## src/rtl/irq_src_pkg.sv

```systemverilog
package irq_src_pkg;
  typedef enum logic [1:0] {
    CFG_SET = 2'd0,
    CFG_OFF = 2'd1,
    CFG_ON  = 2'd2,
    CFG_GET = 2'd3
  } cfg_op_e;

  typedef struct packed {
    logic asserted;
    logic sent;
    logic rejected;
    logic mpend;
  } src_flags_t;

  localparam logic [7:0] PRIO_OFF  = 8'hff;
  localparam logic [7:0] ST_OK     = 8'h00;
  localparam logic [7:0] ST_BADARG = 8'hfd;

  function automatic logic num_in_window(input logic [15:0] n, input int base, input int cnt);
    return (int'(n) >= base) && (int'(n) < base + cnt);
  endfunction
endpackage

```

## src/rtl/irq_src_slot.sv

```systemverilog
module irq_src_slot
  import irq_src_pkg::*;
#(
  parameter bit IS_LEVEL = 1'b0,
  parameter int SRV_W    = 2
) (
  input  logic             clk_i,
  input  logic             rst_ni,
  input  logic             line_i,
  input  logic             rej_i,
  input  logic             eoi_i,
  input  logic             wr_i,
  input  logic [SRV_W-1:0] wr_srv_i,
  input  logic [7:0]       wr_pri_i,
  input  logic [7:0]       wr_sav_i,
  input  logic             scan_i,
  input  logic             grant_i,
  output logic [SRV_W-1:0] srv_o,
  output logic [7:0]       pri_o,
  output logic [7:0]       sav_o,
  output logic             req_o
);
  logic             line_q, req_q, req_d;
  src_flags_t       flg_q, flg_d;
  logic [SRV_W-1:0] srv_q, srv_d;
  logic [7:0]       pri_q, pri_d, sav_q, sav_d;

  always_comb begin
    flg_d = flg_q;
    req_d = req_q;
    srv_d = srv_q;
    pri_d = pri_q;
    sav_d = sav_q;
    if (grant_i) req_d = 1'b0;
    // line events
    if (IS_LEVEL) begin
      if (line_i != line_q) begin
        flg_d.asserted = line_i;
        if (flg_d.asserted && !flg_d.sent && pri_d != PRIO_OFF) begin
          flg_d.sent = 1'b1;
          req_d      = 1'b1;
        end
      end
    end else if (line_i && !line_q) begin
      if (pri_d == PRIO_OFF) flg_d.mpend = 1'b1;
      else                   req_d       = 1'b1;
    end
    if (rej_i) begin
      flg_d.rejected = 1'b1;
      flg_d.sent     = 1'b0;
    end
    if (eoi_i && IS_LEVEL) flg_d.sent = 1'b0;
    // configuration write
    if (wr_i) begin
      srv_d = wr_srv_i;
      pri_d = wr_pri_i;
      sav_d = wr_sav_i;
      if (req_d && pri_d == PRIO_OFF) begin
        req_d = 1'b0;
        if (IS_LEVEL) flg_d.sent  = 1'b0;
        else          flg_d.mpend = 1'b1;
      end
      if (IS_LEVEL) begin
        if (flg_d.asserted && !flg_d.sent && pri_d != PRIO_OFF) begin
          flg_d.sent = 1'b1;
          req_d      = 1'b1;
        end
      end else if (flg_d.mpend && pri_d != PRIO_OFF) begin
        flg_d.mpend = 1'b0;
        req_d       = 1'b1;
      end
    end
    // resend scan visit
    if (scan_i) begin
      if (IS_LEVEL) begin
        if (flg_d.asserted && !flg_d.sent && pri_d != PRIO_OFF) begin
          flg_d.sent = 1'b1;
          req_d      = 1'b1;
        end
      end else if (flg_d.rejected) begin
        flg_d.rejected = 1'b0;
        if (pri_d != PRIO_OFF) req_d = 1'b1;
      end
    end
  end

  always_ff @(posedge clk_i or negedge rst_ni) begin
    if (!rst_ni) begin
      line_q <= 1'b0;
      req_q  <= 1'b0;
      flg_q  <= '0;
      srv_q  <= '0;
      pri_q  <= PRIO_OFF;
      sav_q  <= PRIO_OFF;
    end else begin
      line_q <= line_i;
      req_q  <= req_d;
      flg_q  <= flg_d;
      srv_q  <= srv_d;
      pri_q  <= pri_d;
      sav_q  <= sav_d;
    end
  end

  assign srv_o = srv_q;
  assign pri_o = pri_q;
  assign sav_o = sav_q;
  assign req_o = req_q;
endmodule

```

## src/rtl/irq_src_cfg.sv

```systemverilog
module irq_src_cfg
  import irq_src_pkg::*;
#(
  parameter int N     = 8,
  parameter int BASE  = 'h1000,
  parameter int NSRV  = 4,
  parameter int IW    = 3,
  parameter int SRV_W = 2
) (
  input  logic                    clk_i,
  input  logic                    rst_ni,
  input  logic                    valid_i,
  input  logic [1:0]              op_i,
  input  logic [15:0]             num_i,
  input  logic [15:0]             server_i,
  input  logic [15:0]             prio_i,
  input  logic [N-1:0][SRV_W-1:0] srv_a_i,
  input  logic [N-1:0][7:0]       pri_a_i,
  input  logic [N-1:0][7:0]       sav_a_i,
  output logic [N-1:0]            wr_o,
  output logic [SRV_W-1:0]        wr_srv_o,
  output logic [7:0]              wr_pri_o,
  output logic [7:0]              wr_sav_o,
  output logic                    done_o,
  output logic [7:0]              status_o,
  output logic [SRV_W-1:0]        rd_srv_o,
  output logic [7:0]              rd_pri_o
);
  cfg_op_e          op;
  logic             in_rng, args_ok, ok;
  logic [IW-1:0]    idx;
  logic [SRV_W-1:0] cur_srv;
  logic [7:0]       cur_pri, cur_sav;

  assign op      = cfg_op_e'(op_i);
  assign in_rng  = num_in_window(num_i, BASE, N);
  assign idx     = in_rng ? IW'(num_i - 16'(BASE)) : '0;
  assign cur_srv = srv_a_i[idx];
  assign cur_pri = pri_a_i[idx];
  assign cur_sav = sav_a_i[idx];
  assign args_ok = (op != CFG_SET) || ((int'(server_i) < NSRV) && (prio_i <= 16'h00ff));
  assign ok      = in_rng && args_ok;

  always_comb begin
    wr_o     = '0;
    wr_srv_o = cur_srv;
    wr_pri_o = cur_pri;
    wr_sav_o = cur_sav;
    unique case (op)
      CFG_SET: begin
        wr_srv_o = SRV_W'(server_i);
        wr_pri_o = prio_i[7:0];
        wr_sav_o = prio_i[7:0];
      end
      CFG_OFF: begin
        wr_pri_o = PRIO_OFF;
        wr_sav_o = cur_pri;
      end
      CFG_ON: begin
        wr_pri_o = cur_sav;
        wr_sav_o = cur_sav;
      end
      default: ;
    endcase
    if (valid_i && ok && op != CFG_GET) wr_o[idx] = 1'b1;
  end

  always_ff @(posedge clk_i or negedge rst_ni) begin
    if (!rst_ni) begin
      done_o   <= 1'b0;
      status_o <= ST_OK;
      rd_srv_o <= '0;
      rd_pri_o <= '0;
    end else begin
      done_o <= valid_i;
      if (valid_i) begin
        status_o <= ok ? ST_OK : ST_BADARG;
        rd_srv_o <= ok ? cur_srv : '0;
        rd_pri_o <= ok ? cur_pri : '0;
      end
    end
  end
endmodule

```

## src/rtl/irq_src_scan.sv

```systemverilog
module irq_src_scan #(
  parameter int N  = 8,
  parameter int IW = 3
) (
  input  logic          clk_i,
  input  logic          rst_ni,
  input  logic          start_i,
  input  logic          stall_i,
  output logic          busy_o,
  output logic [IW-1:0] idx_o,
  output logic [N-1:0]  step_o
);
  logic          busy_q, adv;
  logic [IW-1:0] idx_q;

  assign adv    = busy_q && !stall_i;
  assign busy_o = busy_q;
  assign idx_o  = idx_q;

  always_comb begin
    step_o = '0;
    if (adv) step_o[idx_q] = 1'b1;
  end

  always_ff @(posedge clk_i or negedge rst_ni) begin
    if (!rst_ni) begin
      busy_q <= 1'b0;
      idx_q  <= '0;
    end else if (!busy_q) begin
      if (start_i) begin
        busy_q <= 1'b1;
        idx_q  <= '0;
      end
    end else if (adv) begin
      if (idx_q == IW'(N - 1)) begin
        busy_q <= 1'b0;
        idx_q  <= '0;
      end else begin
        idx_q <= idx_q + 1'b1;
      end
    end
  end
endmodule

```

## src/rtl/irq_src_arb.sv

```systemverilog
module irq_src_arb #(
  parameter int N  = 8,
  parameter int IW = 3
) (
  input  logic          clk_i,
  input  logic          rst_ni,
  input  logic [N-1:0]  req_i,
  input  logic          ready_i,
  output logic          valid_o,
  output logic [IW-1:0] sel_o,
  output logic [N-1:0]  grant_o
);
  logic          hold_q;
  logic [IW-1:0] hold_idx_q, pick;

  always_comb begin
    pick = '0;
    for (int i = N - 1; i >= 0; i--) begin
      if (req_i[i]) pick = IW'(i);
    end
  end

  assign valid_o = |req_i;
  // keep an unaccepted offer in place
  assign sel_o   = (hold_q && req_i[hold_idx_q]) ? hold_idx_q : pick;

  always_comb begin
    grant_o = '0;
    if (valid_o && ready_i) grant_o[sel_o] = 1'b1;
  end

  always_ff @(posedge clk_i or negedge rst_ni) begin
    if (!rst_ni) begin
      hold_q     <= 1'b0;
      hold_idx_q <= '0;
    end else begin
      hold_q     <= valid_o && !ready_i;
      hold_idx_q <= sel_o;
    end
  end
endmodule

```

## src/rtl/irq_src_ctl.sv

```systemverilog
module irq_src_ctl
  import irq_src_pkg::*;
#(
  parameter int               NUM_SRC     = 8,
  parameter int               NUM_SERVERS = 4,
  parameter int               SRC_BASE    = 'h1000,
  parameter logic [NUM_SRC-1:0] LEVEL_MASK = 'h0F,
  localparam int              IDX_W       = $clog2(NUM_SRC),
  localparam int              SRV_W       = $clog2(NUM_SERVERS)
) (
  input  logic               clk_i,
  input  logic               rst_ni,
  input  logic [NUM_SRC-1:0] src_line_i,
  input  logic               cfg_valid_i,
  input  logic [1:0]         cfg_op_i,
  input  logic [15:0]        cfg_num_i,
  input  logic [15:0]        cfg_server_i,
  input  logic [15:0]        cfg_prio_i,
  output logic               cfg_done_o,
  output logic [7:0]         cfg_status_o,
  output logic [SRV_W-1:0]   cfg_rd_server_o,
  output logic [7:0]         cfg_rd_prio_o,
  input  logic               rej_valid_i,
  input  logic [15:0]        rej_num_i,
  input  logic               eoi_valid_i,
  input  logic [15:0]        eoi_num_i,
  input  logic               resend_i,
  output logic               resend_busy_o,
  output logic               fwd_valid_o,
  input  logic               fwd_ready_i,
  output logic [15:0]        fwd_num_o,
  output logic [SRV_W-1:0]   fwd_server_o,
  output logic [7:0]         fwd_prio_o
);
  logic [NUM_SRC-1:0][SRV_W-1:0] srv_a;
  logic [NUM_SRC-1:0][7:0]       pri_a, sav_a;
  logic [NUM_SRC-1:0]            wr, rej_hit, eoi_hit, scan_hit, grant, req;
  logic [SRV_W-1:0]              wr_srv;
  logic [7:0]                    wr_pri, wr_sav;
  logic [IDX_W-1:0]              fwd_sel, scan_idx;
  logic                          scan_stall;

  irq_src_cfg #(
    .N(NUM_SRC), .BASE(SRC_BASE), .NSRV(NUM_SERVERS), .IW(IDX_W), .SRV_W(SRV_W)
  ) u_cfg (
    .clk_i, .rst_ni,
    .valid_i  (cfg_valid_i),
    .op_i     (cfg_op_i),
    .num_i    (cfg_num_i),
    .server_i (cfg_server_i),
    .prio_i   (cfg_prio_i),
    .srv_a_i  (srv_a),
    .pri_a_i  (pri_a),
    .sav_a_i  (sav_a),
    .wr_o     (wr),
    .wr_srv_o (wr_srv),
    .wr_pri_o (wr_pri),
    .wr_sav_o (wr_sav),
    .done_o   (cfg_done_o),
    .status_o (cfg_status_o),
    .rd_srv_o (cfg_rd_server_o),
    .rd_pri_o (cfg_rd_prio_o)
  );

  assign scan_stall = fwd_valid_o && !fwd_ready_i;

  irq_src_scan #(.N(NUM_SRC), .IW(IDX_W)) u_scan (
    .clk_i, .rst_ni,
    .start_i (resend_i),
    .stall_i (scan_stall),
    .busy_o  (resend_busy_o),
    .idx_o   (scan_idx),
    .step_o  (scan_hit)
  );

  for (genvar i = 0; i < NUM_SRC; i++) begin : g_src
    assign rej_hit[i] = rej_valid_i && (rej_num_i == 16'(SRC_BASE + i));
    assign eoi_hit[i] = eoi_valid_i && (eoi_num_i == 16'(SRC_BASE + i));

    irq_src_slot #(.IS_LEVEL(LEVEL_MASK[i]), .SRV_W(SRV_W)) u_slot (
      .clk_i, .rst_ni,
      .line_i   (src_line_i[i]),
      .rej_i    (rej_hit[i]),
      .eoi_i    (eoi_hit[i]),
      .wr_i     (wr[i]),
      .wr_srv_i (wr_srv),
      .wr_pri_i (wr_pri),
      .wr_sav_i (wr_sav),
      .scan_i   (scan_hit[i]),
      .grant_i  (grant[i]),
      .srv_o    (srv_a[i]),
      .pri_o    (pri_a[i]),
      .sav_o    (sav_a[i]),
      .req_o    (req[i])
    );
  end

  irq_src_arb #(.N(NUM_SRC), .IW(IDX_W)) u_arb (
    .clk_i, .rst_ni,
    .req_i   (req),
    .ready_i (fwd_ready_i),
    .valid_o (fwd_valid_o),
    .sel_o   (fwd_sel),
    .grant_o (grant)
  );

  assign fwd_num_o    = 16'(SRC_BASE) + 16'(fwd_sel);
  assign fwd_server_o = srv_a[fwd_sel];
  assign fwd_prio_o   = pri_a[fwd_sel];
endmodule

```

## config.mk

```make
export PLATFORM = sky130hd
export DESIGN_NAME = irq_src_ctl
export DESIGN_NICKNAME = d
export VERILOG_FILES = /design/src/rtl/irq_src_pkg.sv /design/src/rtl/irq_src_slot.sv /design/src/rtl/irq_src_cfg.sv /design/src/rtl/irq_src_scan.sv /design/src/rtl/irq_src_arb.sv /design/src/rtl/irq_src_ctl.sv
export SDC_FILE = /design/constraint.sdc
export NUM_CORES = 1
export LEC_CHECK = 0
export BUFFER_PORTS_ARGS = -buffer_cell sky130_fd_sc_hd__clkbuf_2
export CAP_MARGIN = 15
export CORE_MARGIN = 2
export CORE_UTILIZATION = 50
export DETAILED_ROUTE_END_ITERATION = 8
export PLACE_DENSITY = 0.76
export SYNTH_ARGS = -nofsm -noshare
export SYNTH_HDL_FRONTEND = slang
export SYNTH_SLANG_ARGS = --single-unit
```

## constraint.sdc

```tcl
create_clock -name clk_i -period 3.4 [get_ports clk_i]
set_input_delay 0.68 -clock clk_i [delete_from_list [all_inputs] [get_ports clk_i]]
set_output_delay 0.68 -clock clk_i [all_outputs]
set_load 0.01 [all_outputs]
```

* Word level (Yosys, flattened, before mapping)
Index checks and enable logic that the tools add are counted.
Operators by class: $add $sub $neg 3, mux-type cells 193, reduce and logical (&&, ||, !) cells 88, magnitude comparators 11, eq/ne operators 39
Operators by type and width (number):
- $eq A16 B13 Y1 const B | 12
- $mux W1 | 136
- $mux W8 | 16
- $ne A8 B8 Y1 const B | 13
- $bmux W8 S3 | 3
- $logic_and A1 B1 Y1 | 64
- $mux W3 | 14
- $eq A8 B8 Y1 const B | 5
- $mux W2 | 16
- $pmux W8 S3 | 1
- $logic_not A1 Y1 | 18
- $ge A16 B13 Y1 const B | 1
- $le A16 B8 Y1 const B | 1
- $lt A16 B13 Y1 const B | 1
- $lt A16 B3 Y1 const B | 1
- $lt A3 B4 Y1 const B | 4
- $pmux W8 S2 | 1
- $add A13 B3 Y14 const A | 1
- $bmux W2 S3 | 2
- $demux W1 S3 | 3
- $ge A3 B1 Y1 const B | 3
- $reduce_or A8 Y1 | 1
- $ne A1 B1 Y1 | 4
- $ne A2 B2 Y1 const B | 2
- other kinds (10) | 11
Storage, ports and cells: output and inout bits 47, register bits after elaboration 207, input port bits 97, logic and storage cells 402

* Depth between registers and ports, before layout
depth in word-level cells 30, gate-level depth with buffers 15, mapped depth without buffers 11

* Modules after synthesis
Synthesis repeated with hierarchy kept, for this count alone.
Second synthesis, totals: cell total of the unflattened synthesis 1061, area, all modules 11747.5 µm²
By module, submodules not included:
- irq_src_slot at g_src[0].u_slot ... | instances 4, cells an instance 67, area an instance 952.2 µm², seq. area each 570.5 µm²
- irq_src_slot at g_src[4].u_slot ... | instances 4, cells an instance 67, area an instance 917.1 µm², seq. area each 570.5 µm²
- irq_src_cfg | instances 1, cells an instance 340, area an instance 2493.6 µm², seq. area each 300.3 µm²
- irq_src_ctl | instances 1, cells an instance 87, area an instance 975.9 µm², seq. area each 0.0 µm²
- irq_src_arb | instances 1, cells an instance 70, area an instance 536.8 µm², seq. area each 100.1 µm²
- irq_src_scan | instances 1, cells an instance 28, area an instance 264.0 µm², seq. area each 100.1 µm²

* Worst setup path before layout
Ideal clock, no wire load.
path type input-to-reg, from input port cfg_server_i[9], to register g_src[1].u_slot.flg_q[2] in the netlist's numbering, data required time 3261 ps, arrival time 3664 ps, buffers on the path 0, slack -402 ps, library setup time 139 ps, stages on the path 9, cells stage by stage or4_1 -> o41ai_2 -> nand4_1 -> nor3_1 -> mux2_2 -> a211oi_1 -> nand4_1 -> o31ai_1 -> o21ai_0
RTL lines:
- start, declared | line irq_src_ctl.sv:17 | input logic [15:0] cfg_server_i,
- end signal, assigned | line irq_src_slot.sv:98 | flg_q <= flg_d;
- end, declared | line irq_src_slot.sv:24 | src_flags_t flg_q, flg_d;

* Worst setup path after layout
from register u_arb.hold_idx_q[1], to output port fwd_prio_o[5]
On the way: word-level cells in the longest chain between the ends 6
RTL lines:
- start, declared | line irq_src_arb.sv:14 | logic [IW-1:0] hold_idx_q, pick;
- start signal, assigned | line irq_src_arb.sv:38 | hold_idx_q <= sel_o;
- $bmux W1 S3 | line irq_src_arb.sv:25 | assign sel_o = (hold_q && req_i[hold_idx_q]) ? hold_idx_q : pick;
- $mux W1 (not written as such) | line irq_src_arb.sv:25
- $logic_and A1 B1 Y1 | line irq_src_arb.sv:25
- $mux W3 * | line irq_src_arb.sv:25
- $bmux W8 S3 * | line irq_src_ctl.sv:109 | assign fwd_prio_o = pri_a[fwd_sel];
- $mux W8 (not written as such) * | line irq_src_ctl.sv:109
- end, declared | line irq_src_ctl.sv:33 | output logic [7:0] fwd_prio_o
Mark *: on every way between the ends. The rest lies on a longest branch, timed or not. The select of a mux whose other input is x is not followed.

==> flow_metrics.env <==
export IMPL_holdCritPathClass="in2async"
export IMPL_antenna_cells=0
export IMPL_detail_route_wirelength_mm=44.36
export IMPL_die_w_um=154.1
export IMPL_slew_headroom=0.4930
export IMPL_fp_row_count=54
export IMPL_sw_frac_of_total=0.3471
export IMPL_r2r_start="u_arb.hold_idx_q[1]$_DFF_PN0_"
export IMPL_worstPathMaxFanout=10
export IMPL_critical_path_cell_chain="mux4_2, o21ai_2, nor2_4, mux2i_4, inv_2, buf_12, and2_1, a211oi_2, a211oi_2, a21o_1, clkbuf_2"
export IMPL_numCtsBuffers=17
export IMPL_synth_top_area_frac=0.2986
export IMPL_grt_max_degree=81
export IMPL_rsz0062_at_grt="yes"
export IMPL_yosys_area_share_simple=0.2167
export IMPL_clkSinkCount=196
export IMPL_place_ws_ns=-0.4868
export IMPL_hold_viol_final=0
export IMPL_internal_power_mw=4.356
export IMPL_ys_top_cells_by_area="dfstp_2 (30%), dfrtp_1 (15%), o21ai_0 (6.8%)"
export IMPL_synth_most_common_cell="nand2_1"
export IMPL_nets=1681
export IMPL_start_util=0.5130
export IMPL_dpl_hpwl_mm=33.86
export IMPL_cts_htree_levels=4
export IMPL_endpoint_kind="output port"
export IMPL_path_buf_inv=3
export IMPL_yosysSeqAreaShare=0.4496
export IMPL_finClkSkew_ns=0.01932
export IMPL_grt_ovfl_total=0
export IMPL_ys_warn_count=0
export IMPL_async_flop_share=1.000
export IMPL_critical_path_most_common_cell="a211oi_2"
export IMPL_synth_commonest_cells="nand2_1 (195), o21ai_0 (154), dfstp_2 (128), nor2_1 (82), dfrtp_1 (68)"
export IMPL_ios=144
export IMPL_synth_top_family_by_area="simple AND/OR/NAND/NOR gates"
export IMPL_synth_xor_area_frac=0
export IMPL_cp_top_family="multiplexers"
export IMPL_status="finished with violations"
export IMPL_cts_tree="done"
export IMPL_reg2reg_slack_ns=0.18
export IMPL_critical_path_required_ns=2.72
export IMPL_critical_path_startpoint_type="register"
export IMPL_p_clk_frac=0.315
export IMPL_fin_ws_ns=-0.2658
export IMPL_ant_nets=0
export IMPL_drc=0
export IMPL_die_h_um=154.1
export IMPL_cts_root_buffer="clkbuf_16"
export IMPL_crit_slowest_cell="mux4_2"
export IMPL_place_congestion=1.025
export IMPL_power_frac_comb=0.309
export IMPL_syn_inst=1265
export IMPL_grt_pass1_vias=11580
export IMPL_max_clock_freq_ghz=0.2728
export IMPL_hold_buffers=0
export IMPL_first_iter_violations=1072
export IMPL_synthMuxAreaShare=0.06331
export IMPL_leakage_nw=6.315
export IMPL_ys_types=83
export IMPL_finalSetupViolCount=10
export IMPL_synth_compound_area_frac=0.2137
export IMPL_p_sw_mw=2.315
export IMPL_worst_slew_pin_slew_ns=0.7570
export IMPL_drive_gt1_frac=0.4050
export IMPL_r2r_cells=12
export IMPL_maxCapViolCount=0
export IMPL_timing_setup_tns_ns=-2.389
export IMPL_synthToLayoutAreaGrowth_pct=31.91
export IMPL_synth_adder_area_share=0.003110
export IMPL_die_area_um2=23750
export IMPL_clk_pin_slew_ns=0.08
export IMPL_clock_path_buffers=2
export IMPL_vias_per_cell=6.227
export IMPL_core_area_um2=21960
export IMPL_synth_edf_count=0
export IMPL_grt_pass1_wl_mm=67.47
export IMPL_finalCritPeriodShare=1.078
export IMPL_violations="setup timing"
export IMPL_ys_ff_latch=196
export IMPL_synth_ff_type="dfstp_2"
export IMPL_synth_largest_area_cell="dfstp_2"
export IMPL_dr_pass1_iters=5
export IMPL_port_buffers=129
export IMPL_grt_util_all_layers=0.3746
export IMPL_max_stage_delay_ns=0.57
export IMPL_powerDensity_nw_per_um2=449.0
export IMPL_vias=11680
export IMPL_worstPathArrival_ns=2.99
export IMPL_antenna_found_initial=0
export IMPL_layout_min_cycle_time_ns=3.666
export IMPL_timing_worst_setup_path_type="reg2out"
export IMPL_rr_endpoint="g_src[0].u_slot.req_o$_DFF_PN0_"
export IMPL_clk_latency_ns=0.45
export IMPL_ir_drop_v=0.0003449
export IMPL_finalMaxSlewViolations=0
export IMPL_syn_cell_area_um2=11260
export IMPL_seq_power_share=0.375
export IMPL_postSynthAreaPerCell_um2=8.905
export IMPL_wl_per_cell_um=23.66
area by class of cell:
cell class	count	area [µm²]
clock buffers	17	425.4
multi-input cells	949	5972
clock inverters	15	185.2
well taps	280	350.3
inverters	35	131.4
fillers	1783	7099
flip-flops and latches	196	5067
repair buffers	383	2728
power groups by stage:
stage               clock [mW]  combinational, mW  sequential [mW]
finish                    2.10               2.06             2.50
global route              2.20               2.18             2.52
CTS                       2.12               1.90             2.49
detailed placement           0               1.61             2.55
global placement             0               1.59             2.55
floorplan                    0              0.910             2.50
stage by stage:
step | utilization | total power [mW] | hold slack [ns] | instances | instance area (µm²)
after floorplan | - | 3.408 | 0.3844 | 1277 | 11360
after global placement | 0.6274 | 4.135 | 0.4606 | 1824 | 13780
after detailed placement | 0.6274 | 4.160 | 0.4699 | 1824 | 13780
after CTS | 0.6647 | 6.515 | 0.2806 | 1867 | 14600
after global routing | 0.6767 | 6.895 | 0.3089 | 1875 | 14860
final | 0.6767 | 6.672 | 0.2510 | 1875 | 14860
state kept, by name, indices dropped and copies added (netlist names):
signal / count
u_cfg.rd_pri_o: 8
u_scan.busy_o: 1
u_scan.idx_o: 3
u_cfg.rd_srv_o: 2
g_src.u_slot.srv_o: 16
g_src.u_slot.req_o: 8
u_cfg.status_o: 1
g_src.u_slot.flg_q: 16
u_arb.hold_q: 1
u_arb.hold_idx_q: 3
g_src.u_slot.sav_o: 64
g_src.u_slot.line_q: 8
u_cfg.done_o: 1
g_src.u_slot.pri_o: 64
metal layers:
layer,vias to the layer above,share of wire,global-route usage
met1,5610,0.39,0.4722
met4,0,0.069,0.2385
met2,659,0.47,0.6032
met5,-,0,0
li1,5251,-,-
met3,155,0.074,0.06003
kinds of logic (layout without fill, tap and decap cells):
logic type	count (synthesis)	in the layout
buf+inv	132	450
compound gates	382	382
simple gates	492	492
fa+ha+maj	3	3
flops	196	196
other cells	2	14
mux	58	58
worst max-delay path by stage:
stage,slack [ns],startpoint,cells past startpoint,endpoint
floorplan,-0.30,cfg_num_i[11],14,g_src[0].u_slot.flg_q[2]$_DFF_PN0_
global placement,-0.45,cfg_num_i[11],13,g_src[6].u_slot.sav_o[5]$_DFFE_PN1P_
detailed placement,-0.49,cfg_num_i[11],13,g_src[4].u_slot.sav_o[5]$_DFFE_PN1P_
CTS,-0.20,u_arb.hold_idx_q[1]$_DFF_PN0_,9,fwd_prio_o[1]
global route,-0.36,u_arb.hold_idx_q[1]$_DFF_PN0_,10,fwd_prio_o[5]
finish,-0.27,u_arb.hold_idx_q[1]$_DFF_PN0_,11,fwd_prio_o[5]
cell usage in the layout (no fill, tap or decap), types with 10 or more instances in the layout:
| cell type | n |
|---|---|
| clkbuf_2 | 126 |
| a31oi_1 | 13 |
| inv_1 | 32 |
| nor4_1 | 16 |
| nor2_1 | 79 |
| a21o_1 | 14 |
| and3_1 | 12 |
| nor2b_1 | 15 |
| nand2_1 | 193 |
| dfstp_2 | 128 |
| a211oi_2 | 15 |
| and2_1 | 16 |
| o22ai_1 | 18 |
| mux2i_1 | 30 |
| buf_4 | 234 |
| nand2b_1 | 12 |
| o21ai_0 | 145 |
| mux2_2 | 14 |
| nand4_1 | 37 |
| nand3_1 | 27 |
| a211oi_1 | 10 |
| clkbuf_16 | 17 |
| buf_12 | 10 |
| conb_1 | 14 |
| a21oi_1 | 56 |
| dfrtp_1 | 66 |
| nor3_1 | 21 |
what timing repair did:
item | CTS | global route
endpoints found under the setup margin | 21 | 22
pin swaps | 5 | 20
buffers inserted | 11 | 10
resized for setup | 34 | 51
(Power assumes the default switching activity.)
